`src/rtl/tdc_pkg.sv`:
```
package tdc_pkg;
    localparam int TS_W       = 8;
    localparam int FIFO_DEPTH = 16;
    localparam int SYNC_LEN   = 2;

    typedef logic [TS_W-1:0] stamp_t;

    typedef struct packed {
        logic   vld;
        stamp_t ts;
    } capture_t;

    function automatic stamp_t stamp_next(input stamp_t cur);
        return stamp_t'(cur + 1'b1);
    endfunction
endpackage

```
`src/rtl/tdc_edge_sync.sv`:
```
module tdc_edge_sync #(
    parameter int STAGES = tdc_pkg::SYNC_LEN
) (
    input  logic clk,
    input  logic rst,
    input  logic async_in,
    output logic rise
);
    logic [STAGES-1:0] chain_q;
    logic              last_q;

    always_ff @(posedge clk) begin
        if (rst) chain_q[0] <= 1'b0;
        else     chain_q[0] <= async_in;
    end

    generate
        for (genvar s = 1; s < STAGES; s++) begin : g_stage
            always_ff @(posedge clk) begin
                if (rst) chain_q[s] <= 1'b0;
                else     chain_q[s] <= chain_q[s-1];
            end
        end
    endgenerate

    always_ff @(posedge clk) begin
        if (rst) last_q <= 1'b0;
        else     last_q <= chain_q[STAGES-1];
    end

    assign rise = chain_q[STAGES-1] & ~last_q;
endmodule

```
`src/rtl/tdc_timebase.sv`:
```
module tdc_timebase
    import tdc_pkg::*;
(
    input  logic   clk,
    input  logic   rst,
    input  logic   clr,
    output stamp_t count
);
    always_ff @(posedge clk) begin
        if (rst || clr) count <= '0;
        else            count <= stamp_next(count);
    end
endmodule

```
`src/rtl/tdc_stamp_fifo.sv`:
```
module tdc_stamp_fifo
    import tdc_pkg::*;
#(
    parameter int DEPTH = FIFO_DEPTH
) (
    input  logic   clk,
    input  logic   rst,
    input  logic   wr_en,
    input  stamp_t wr_data,
    input  logic   rd_en,
    output stamp_t rd_data,
    output logic   empty,
    output logic   full,
    output logic   overflow
);
    localparam int AW = $clog2(DEPTH);

    stamp_t      mem [DEPTH];
    logic [AW:0] wp_q, rp_q;
    logic        do_wr, do_rd;

    assign empty   = (wp_q == rp_q);
    assign full    = (wp_q[AW] != rp_q[AW]) && (wp_q[AW-1:0] == rp_q[AW-1:0]);
    assign do_wr   = wr_en && !full;
    assign do_rd   = rd_en && !empty;
    assign rd_data = mem[rp_q[AW-1:0]];

    always_ff @(posedge clk) begin
        if (do_wr) mem[wp_q[AW-1:0]] <= wr_data;
    end

    always_ff @(posedge clk) begin
        if (rst) begin
            wp_q     <= '0;
            rp_q     <= '0;
            overflow <= 1'b0;
        end else begin
            if (do_wr) wp_q <= wp_q + 1'b1;
            if (do_rd) rp_q <= rp_q + 1'b1;
            if (wr_en && full) overflow <= 1'b1;
        end
    end
endmodule

```
`src/rtl/tdc_channel.sv`:
```
module tdc_channel
    import tdc_pkg::*;
#(
    parameter int DEPTH = FIFO_DEPTH
) (
    input  logic            clk,
    input  logic            rst,
    input  logic            hit_in,
    input  logic            cnt_clr,
    input  logic            rd_en,
    output logic [TS_W-1:0] rd_data,
    output logic            empty,
    output logic            full,
    output logic            overflow
);
    logic     rise;
    stamp_t   count;
    capture_t cap_q;
    logic     cap_vld;

    tdc_edge_sync #(.STAGES(SYNC_LEN)) u_sync (
        .clk(clk), .rst(rst), .async_in(hit_in), .rise(rise)
    );

    tdc_timebase u_time (
        .clk(clk), .rst(rst), .clr(cnt_clr), .count(count)
    );

    always_ff @(posedge clk) begin
        if (rst) cap_q <= '0;
        else     cap_q <= '{vld: rise, ts: count};
    end

    assign cap_vld = cap_q.vld;

    tdc_stamp_fifo #(.DEPTH(DEPTH)) u_fifo (
        .clk(clk), .rst(rst),
        .wr_en(cap_vld), .wr_data(cap_q.ts),
        .rd_en(rd_en), .rd_data(rd_data),
        .empty(empty), .full(full), .overflow(overflow)
    );
endmodule

```
`config.mk`:
```
export PLATFORM = sky130hd
export DESIGN_NAME = tdc_channel
export DESIGN_NICKNAME = d
export VERILOG_FILES = /design/src/rtl/tdc_pkg.sv /design/src/rtl/tdc_edge_sync.sv /design/src/rtl/tdc_timebase.sv /design/src/rtl/tdc_stamp_fifo.sv /design/src/rtl/tdc_channel.sv
export SDC_FILE = /design/constraint.sdc
export NUM_CORES = 1
export LEC_CHECK = 0
export ABC_AREA = 1
export BUFFER_PORTS_ARGS = -buffer_cell sky130_fd_sc_hd__buf_2
export CORE_MARGIN = 2
export CORE_UTILIZATION = 45
export DETAILED_ROUTE_END_ITERATION = 8
export PLACE_DENSITY = 0.63
export SLEW_MARGIN = 5
export SYNTH_ARGS = -nofsm -noshare
export SYNTH_HDL_FRONTEND = slang
export SYNTH_SLANG_ARGS = --single-unit
export TNS_END_PERCENT = 1
```
`constraint.sdc`:
```
create_clock -name clk -period 3.22 [get_ports clk]
set_clock_uncertainty 0.05 [all_clocks]
set_input_delay 0.483 -clock clk [delete_from_list [all_inputs] [get_ports clk]]
set_output_delay 0.483 -clock clk [all_outputs]
set_load 0.02 [all_outputs]
```
After elaboration in Yosys (flattened, before gate mapping). Memories as Yosys holds them, arrays and structs flattened. A register that Yosys moved wholly into a read port is not among the register bits. Cells that the tools add are included.

Add/sub/neg operators: 3. Eq/ne operators: 3. Mux-type cells: 4. Bitwise gates (word level): 2. Reductions and logical operators: 7.

Operator list (number): $add A5 B1 Y5 const B (2); $add A8 B1 Y8 const B (1); $mux W4 (2); $eq A5 B5 Y1 (1); $eq A4 B4 Y1 (1); $logic_and A1 B1 Y1 (4); $logic_not A1 Y1 (2); $mux W1 (2); $and A1 B1 Y1 (1); $logic_or A1 B1 Y1 (1); $ne A1 B1 Y1 (1); $not A1 Y1 (1).

Bits in registers: 31. Bits in writable memories: 128. Input port bits: 5. Output and inout port bits: 11. Word-level logic and storage cells: 29. Memories: 1.

Memory list: u_fifo.mem (depth 16, width 8, rd ports 1, clocked after memory_dff 1, wr ports 1, RTL line tdc_stamp_fifo.sv:18) `stamp_t mem [DEPTH];`.

Logic depth before layout (Yosys ltp). Gate-level depths: netlist of the first run.

Word-level depth: 6. Mapped depth: 9. Depth with buffers taken out: 9.

Modules after synthesis. Synthesis of the first run repeated with hierarchy kept, for this count alone.

Cell total of the unflattened synthesis: 628. Area total of the unflattened synthesis: 6772.7 µm².

By module, submodules not included: tdc_stamp_fifo (instances 1, cells each 543, area each 6079.6 µm², seq. area each 4144.0 µm²); tdc_timebase (instances 1, cells each 47, area each 347.8 µm², seq. area each 160.2 µm²); tdc_channel (instances 1, cells each 28, area each 259.0 µm², seq. area each 180.2 µm²); tdc_edge_sync (instances 1, cells each 10, area each 86.3 µm², seq. area each 60.1 µm²).

Worst setup path after synthesis of the first run. OpenSTA, ideal clock, no wires.

Path type: reg2reg. Start: reg u_fifo.wp_q[4]. End: mem u_fifo.mem[0][0] in the netlist's numbering, enable pin. Library setup time: 370 ps. Arrival time: 1337 ps. Required time: 2800 ps. Slack: 1462 ps. Cell stages (with the launch flop): 8. Buffers on the path: 0. Period minus slack after synthesis: 1758 ps. Cell sequence: dfxtp_1 -> xnor2_1 -> inv_1 -> nand3_2 -> nand2_1 -> inv_1 -> nand2_1 -> nor2_1.

Word-level cells in the longest chain between the ends: 6.

RTL lines: from (decl) (RTL line tdc_stamp_fifo.sv:19) `logic [AW:0] wp_q, rp_q;`; from (signal assigned) (RTL line tdc_stamp_fifo.sv:38) `if (do_wr) wp_q <= wp_q + 1'b1;`; $ne A1 B1 Y1 (RTL line tdc_stamp_fifo.sv:23) `assign full = (wp_q[AW] != rp_q[AW]) && (wp_q[AW-1:0] == rp_q[AW-1:0]);`; $logic_and A1 B1 Y1 (RTL line tdc_stamp_fifo.sv:23); $logic_not A1 Y1 (RTL line tdc_stamp_fifo.sv:24) `assign do_wr = wr_en && !full;`; $logic_and A1 B1 Y1 (RTL line tdc_stamp_fifo.sv:24); $mux W1 (RTL line tdc_stamp_fifo.sv:29) `if (do_wr) mem[wp_q[AW-1:0]] <= wr_data;`; $mux W1 (implied by the code) (RTL line tdc_stamp_fifo.sv:29); to (decl) (RTL line tdc_stamp_fifo.sv:18).

No other way between the ends.

==> results of run 1 <==
==> sequential cells by signal (all words and copies together) (netlist names), named ones only <==
register         count
cap_q                8
cap_vld              1
u_fifo.mem         128
u_fifo.overflow      1
u_fifo.rp_q          5
u_fifo.wp_q          5
u_sync.chain_q       2
u_sync.last_q        1
u_time.count         8
==> how the worst min path moves through the flow <==
| stage | from | to |
|---|---|---|
| after global routing | hit_in | u_sync.chain_q[0] |
| after detailed placement | u_sync.last_q | cap_vld |
| after global placement | u_sync.last_q | cap_vld |
| after CTS | hit_in | u_sync.chain_q[0] |
| after floorplan | u_sync.last_q | cap_vld |
| final | hit_in | u_sync.chain_q[0] |
==> cell usage after synthesis <==
master    instances
xor2_1            1
nand3_2           3
a21oi_1          44
inv_1            95
nor2_1           51
buf_2            10
o211ai_1         32
buf_1             3
buf_4             1
a21oi_2           3
clkinv_1          1
ha_1              6
inv_2             3
xnor2_1           1
nor4_1            1
dfxtp_1          35
buf_6             2
nor2_4            2
nand2_1          79
nand3_1          59
nand2_2           3
nor3_1            4
o21ai_0          35
clkbuf_1         13
edfxtp_1        128
==> kinds of logic after synthesis <==
group	synth area share
adders and majority gates	0.0112
buffers and inverters	0.0765
xor gates and xnor gates	0.00262
DFF	0.679
and+or+nand+nor	0.132
AOI/OAI and AO/OA	0.0989
==> power by group through the flow <==
stage	clock network (uW)	registers, uW	logic, uW
after global placement	0	2360	394
final	2120	2320	406
after floorplan	0	2310	343
after detailed placement	0	2370	405
after global routing	2230	2330	451
after CTS	2140	2320	407
==> metrics by stage <==
step	power (uW)	utilization
floorplan	2660	-
global placement	2760	0.476
detailed placement	2770	0.476
CTS	4870	0.520
global route	5010	0.520
finish	4840	0.520
==> worst reg2reg max path: cells and delay by family (launching register included) <==
family | cells | cell delay (ns)
buffers and inverters | 1 | 0.09
flip-flops | 1 | 0.46
AND/OR/NAND/NOR | 7 | 1.35
==> metal layers <==
| layer | GRT usage | vias up | share of wire |
|---|---|---|---|
| li1 | - | 2111 | - |
| met1 | 0.235 | 2098 | 0.44 |
| met2 | 0.310 | 107 | 0.50 |
| met3 | 0.0484 | 13 | 0.050 |
| met4 | 0.0621 | 0 | 0.011 |
| met5 | 0 | - | 0 |
==> cell type report <==
type | count | share of cell area
Sequential cell | 163 | 0.601
Multi-Input combinational cell | 324 | 0.216
Clock buffer | 26 | 0.0801
Inverter | 99 | 0.0491
Tap cell | 184 | 0.0304
Timing Repair Buffer | 20 | 0.0165
Clock inverter | 6 | 0.00612
==> key figures, run 1 <==
Timing
  – Setup violators final: 0
  – Setup ws final: 0.414 ns
  – Rel. slew slack: 0.415
  – Worst-margin pin slew: 0.874 ns
  – Final Hold Vio Count: 0
  – Max-slew violations: 0
  – Setup TNS: 0 ns
  – Fin crit period: 2.81 ns
  – RSZ-0062 raised after global routing: no
  – Hold_ws: 0.205 ns
  – F_max: 356 MHz
  – Final Cycle Share: 0.871

Power and ir drop
  – Sw frac: 0.234
  – LEAKAGE: 0.00283 uW
  – Sequential power share: 0.479
  – VDD IR max: ~0.34 mV
  – Int Pwr: ~3700 uW
  – Clock power frac: 0.437
  – Share of total power in combinational logic: 0.084
  – Net Switching: 1130 uW
  – Pwr per Cell Area: about 640 nW/um2

Hold path
  – Hold Path Class: input port to register
  – WHS Path Cells: 3

Detailed routing
  – Initial DRC Count: 408
  – Pre-antenna DRT Iters: 5
  – DR vias/cell: 5.27
  – WL final: 14,000 um
  – Wirelength per Cell: ~17 um
  – DRT antenna net count: 0
  – DRC violations left: 0
  – Total number of vias: roughly 4,300

Yosys
  – Yosys reg bits: 163
  – Unique cell type count in the Yosys netlist: 25
  – YS warnings: 0
  – Syn_area_per_cell: 10.9 um2
  – Syn_nets: between 600 and 700
  – Gate Count Post-Synth: 615
  – Synth area leaders: edfxtp_1 (57%), dfxtp_1 (10%), inv_1 (5.3%), nand2_1 (4.4%), nand3_1 (4.4%)
  – Synth area leader: edfxtp_1
  – Post-synthesis sequential area ratio: 0.679
  – Yosys top cell area share: 0.574
  – Netlist area before placement: 6690 um2

Worst setup path
  – Crit path capture type: output port
  – Critical path's slowest cell: dfxtp_2
  – CP peak stage delay: around 0.8 ns
  – CP most frequent cell: nand3_1
  – CP cell instances: buf_4, a21oi_1, o21ai_0, nand3_1, nand3_1, nand2_1, buf_2
  – Reg2Reg Setup Slack: 0.89 ns
  – Critical R2R Capture: u_fifo.mem[8][6]
  – Critical Path Stages: 7
  – Reg2reg path depth: 8
  – Worst-path maximum fanout: 37
  – Crit-path leading delay family: flip-flops
  – Crit Path Class: register to output port
  – Crit path launch type: register
  – Arrival time worst endpoint: 2.27 ns
  – Worst path required time: 2.69 ns
  – Buf/Inv on CP: 2
  – FF-to-FF Start: u_fifo.wp_q[0]
  – Worst Setup EP: rd_data[3]

Die
  – Die Width: 126 um
  – Core area: 14,500 um2
  – Initial core utilization: 0.460
  – Io pins: 16
  – Die height: approximately 130 um
  – Die area: 15,900 um2
  – Rows: 44

Final layout
  – Share of layout cells above drive strength 1: 0.107
  – Non-Filler Cell Area, Final: ~7600 um2
  – Most frequent cells in the layout: edfxtp_1 (128), inv_1 (95), nand2_1 (79), nand3_1 (59), nor2_1 (51)
  – Non-filler cells, final: 822
  – Post-layout net count: 636
  – Multi-input gate area: 1640 um2
  – Filler instances: ~1,300
  – # diodes: 0
  – Sequential cell area: 4550 um2
  – P&R area growth vs syn: 13.0%
  – Commonest non-fill, non-tap cell in the layout: edfxtp_1

Run status
  – Status: complete, no violations

Clocking
  – Root buf cell: clkbuf_16
  – CTS resizes: 0
  – TritonCTS sink count: approximately 160
  – H-tree depth reported by CTS: 4
  – Worst skew pair latency: 0.43 ns
  – Clock-pin slew on the worst setup and hold paths: 0.06 ns
  – CTS tree: built
  – Post-CTS Setup Inserts: 0
  – Worst-case clock buffer depth: 2
  – Hold-fix buffers, CTS: 0
  – Cts bufs inserted: 17

Place
  – DP Area: a little under 7000 um2
  – DP HPWL: 8880 um
  – Port bufs: 15
  – Inst Count DP: 790
  – Place WS: 0.877 ns
  – Gpl congestion: 0.829

GRT
  – Largest net degree at the start of global routing: 59
  – Vias in the first global route: 4,293
  – Gr ovfl total: 0
  – First-pass GRT wire length: 22,300 um
  – Total GRT Usage: 0.185
  – Initial antenna violation count: 0

Run
  – Max-cap violations: 0
(Power assumes the default switching activity.)
==> run 2, diff against run 1 <==
Settings changed: MAX_ROUTING_LAYER from default to met4.
==> run 2 against run 1 <==
  * Via count grew 0.39%
  * Power is essentially flat
  * Routed wire length grew 0.31%
  * Critical path depth is the same
  * Non-clock buffer count is the same
  * Design area is the same
  * Clock power is essentially flat
  * Sequential share of layout area is the same
  * Global-route usage grew 0.62 points
  * First-iteration DRC count grew 0.25%
  * Critical endpoint unchanged
  * Largest power group unchanged
==> key figures, run 2 (same netlist as run 1, synthesis figures left out) <==
GRT
  – Gr ovfl total: 0 (unchanged)
  – First-pass GRT wire length: 22,300 um (+0.22%)
  – Total GRT Usage: 0.191 (+0.00620)
  – Largest net degree at the start of global routing: 59 (unchanged)
  – Vias in the first global route: 4,278 (-0.35%)
  – Initial antenna violation count: 0 (unchanged)

Final layout
  – Sequential cell area: 4550 um2 (unchanged)
  – Filler instances: 1,292 (unchanged)
  – Multi-input gate area: 1640 um2 (unchanged)
  – Utilization after layout: 0.520 (unchanged)
  – Commonest non-fill, non-tap cell in the layout: edfxtp_1
  – # diodes: 0 (unchanged)
  – Most frequent cells in the layout: edfxtp_1 (128), inv_1 (95), nand2_1 (79), nand3_1 (59), nor2_1 (51)
  – Largest register FFs: 128 (unchanged)
  – Share of layout cells above drive strength 1: 0.107 (unchanged)
  – P&R area growth vs syn: 13.0% (unchanged)
  – Post-layout net count: 636 (unchanged)

Worst setup path
  – Reg2Reg Setup Slack: 0.86 ns (-0.03 ns)
  – Crit-path leading delay family: flip-flops
  – CP peak stage delay: 0.82 ns (about the same)
  – Critical R2R Capture: u_fifo.mem[9][4]
  – CP most frequent cell: nand3_1
  – Crit path launch type: register
  – Worst path required time: 2.69 ns (about the same)
  – Crit path capture type: output port
  – CP cell instances: buf_4, a21oi_1, o21ai_0, nand3_1, nand3_1, nand2_1, buf_2
  – Arrival time worst endpoint: 2.28 ns (about the same)
  – Buf/Inv on CP: 2 (unchanged)
  – Critical path's slowest cell: dfxtp_2
  – Worst-path maximum fanout: 37 (unchanged)
  – Reg2reg path depth: 8 (unchanged)
  – FF-to-FF Start: u_fifo.wp_q[0]
  – Crit Path Class: register to output port
  – Critical Path Stages: 7 (unchanged)

Timing
  – Max-slew violations: 0 (unchanged)
  – RSZ-0062 raised after global routing: no
  – Rel. slew slack: 0.435 (+0.0198)
  – Final Hold Vio Count: 0 (unchanged)
  – Fin crit period: 2.81 ns (+0.00320 ns)
  – Final Cycle Share: 0.872 (+0.000994)
  – F_max: 356 MHz (-0.11%)
  – Setup violators final: 0 (unchanged)
  – Worst-margin pin slew: 0.844 ns (-0.0296 ns)
  – Hold_ws: 0.201 ns (-0.00472 ns)
  – Setup TNS: 0 ns (unchanged)

Die
  – Die area: 15,900 um2 (unchanged)
  – Die Width: 126 um (unchanged)
  – Rows: 44 (unchanged)
  – Io pins: 16 (unchanged)
  – Die height: 126 um (unchanged)
  – Initial core utilization: 0.460 (unchanged)
  – Core area: 14,500 um2 (unchanged)

Power and ir drop
  – LEAKAGE: 0.00283 uW (unchanged)
  – Pwr per Cell Area: 640 nW/um2 (about the same)
  – VDD IR max: 0.346 mV (+1.3%)

Hold path
  – Hold Path Origin: hit_in
  – WHS Path Cells: 3 (unchanged)
  – WHS Endpoint: u_sync.chain_q[0]
  – Hold Path Class: input port to register

Clocking
  – Worst-case clock buffer depth: 2 (unchanged)
  – Worst skew pair latency: 0.43 ns (about the same)
  – Hold-fix buffers, CTS: 0 (unchanged)
  – Clock-pin slew on the worst setup and hold paths: 0.06 ns (about the same)
  – Root buf cell: clkbuf_16
  – CTS resizes: 0 (unchanged)
  – CTS tree: built
  – Post-CTS Setup Inserts: 0 (unchanged)
  – TritonCTS sink count: 163 (unchanged)
  – Cts bufs inserted: 17 (unchanged)
  – H-tree depth reported by CTS: 4 (unchanged)

Detailed routing
  – Wirelength per Cell: 17.1 um (+0.31%)
  – Pre-antenna DRT Iters: 5 (unchanged)
  – DR vias/cell: 5.29 (+0.39%)
  – Total number of vias: 4,346 (+0.39%)
  – Initial DRC Count: 409 (+0.25%)
  – DRT antenna net count: 0 (unchanged)
  – WL final: 14,100 um (+0.31%)
  – DRC violations left: 0 (unchanged)

Place
  – Gpl congestion: 0.841 (+1.5%)
  – DP HPWL: 8880 um (unchanged)
  – Port bufs: 15 (unchanged)

Run
  – Max-cap violations: 0 (unchanged)

Run status
  – Status: complete, no violations
==> run 2: power breakdown <==
| part | internal, uW | total [uW] | switching, uW |
|---|---|---|---|
| Clock | 1310 | 2120 | 809 |
| Sequential | 2260 | 2320 | 62.7 |
| Combinational | 144 | 406 | 262 |
==> run 2: metal layers <==
metal,vias up,share of wire,wire [um],global-route usage
met1,2126,0.45,6260,0.236
met2,94,0.50,6960,0.310
met3,20,0.043,605,0.0433
met5,-,0,0,-
li1,2106,-,-,-
met4,0,0.016,225,0.0718
==> run 2: area by class of cell <==
class / count / area share
inverter: 99 / 0.0491
timing repair buffer: 20 / 0.0165
sequential: 163 / 0.601
tap: 184 / 0.0304
clock inverter: 6 / 0.00612
multi-input combinational: 324 / 0.216
clock buffer: 26 / 0.0801
==> run 2: worst max path at each step <==
stage               slack, ns          endpoint
floorplan                1.46  u_fifo.mem[0][0]
global placement         0.89        rd_data[2]
detailed placement       0.88        rd_data[2]
CTS                      0.41        rd_data[3]
global route             0.25        rd_data[3]
finish                   0.41        rd_data[3]
==> run 2: worst min-delay path, cell delays in order <==
cell and delay (ns):
buf_2 0.07, inv_1 0.03, nor2_1 0.06
==> run 2: metrics by stage <==
| step | worst slack (ns) | cell area [um2] | instances | power [uW] |
|---|---|---|---|---|
| 2_1_floorplan | 1.46 | 6690 | 615 | 2660 |
| 3_3_place_gp | 0.895 | 6910 | 790 | 2760 |
| 3_5_place_dp | 0.877 | 6910 | 790 | 2770 |
| 4_1_cts | 0.411 | 7560 | 822 | 4870 |
| 5_1_grt | 0.250 | 7560 | 822 | 5010 |
| 6_report | 0.411 | 7560 | 822 | 4840 |
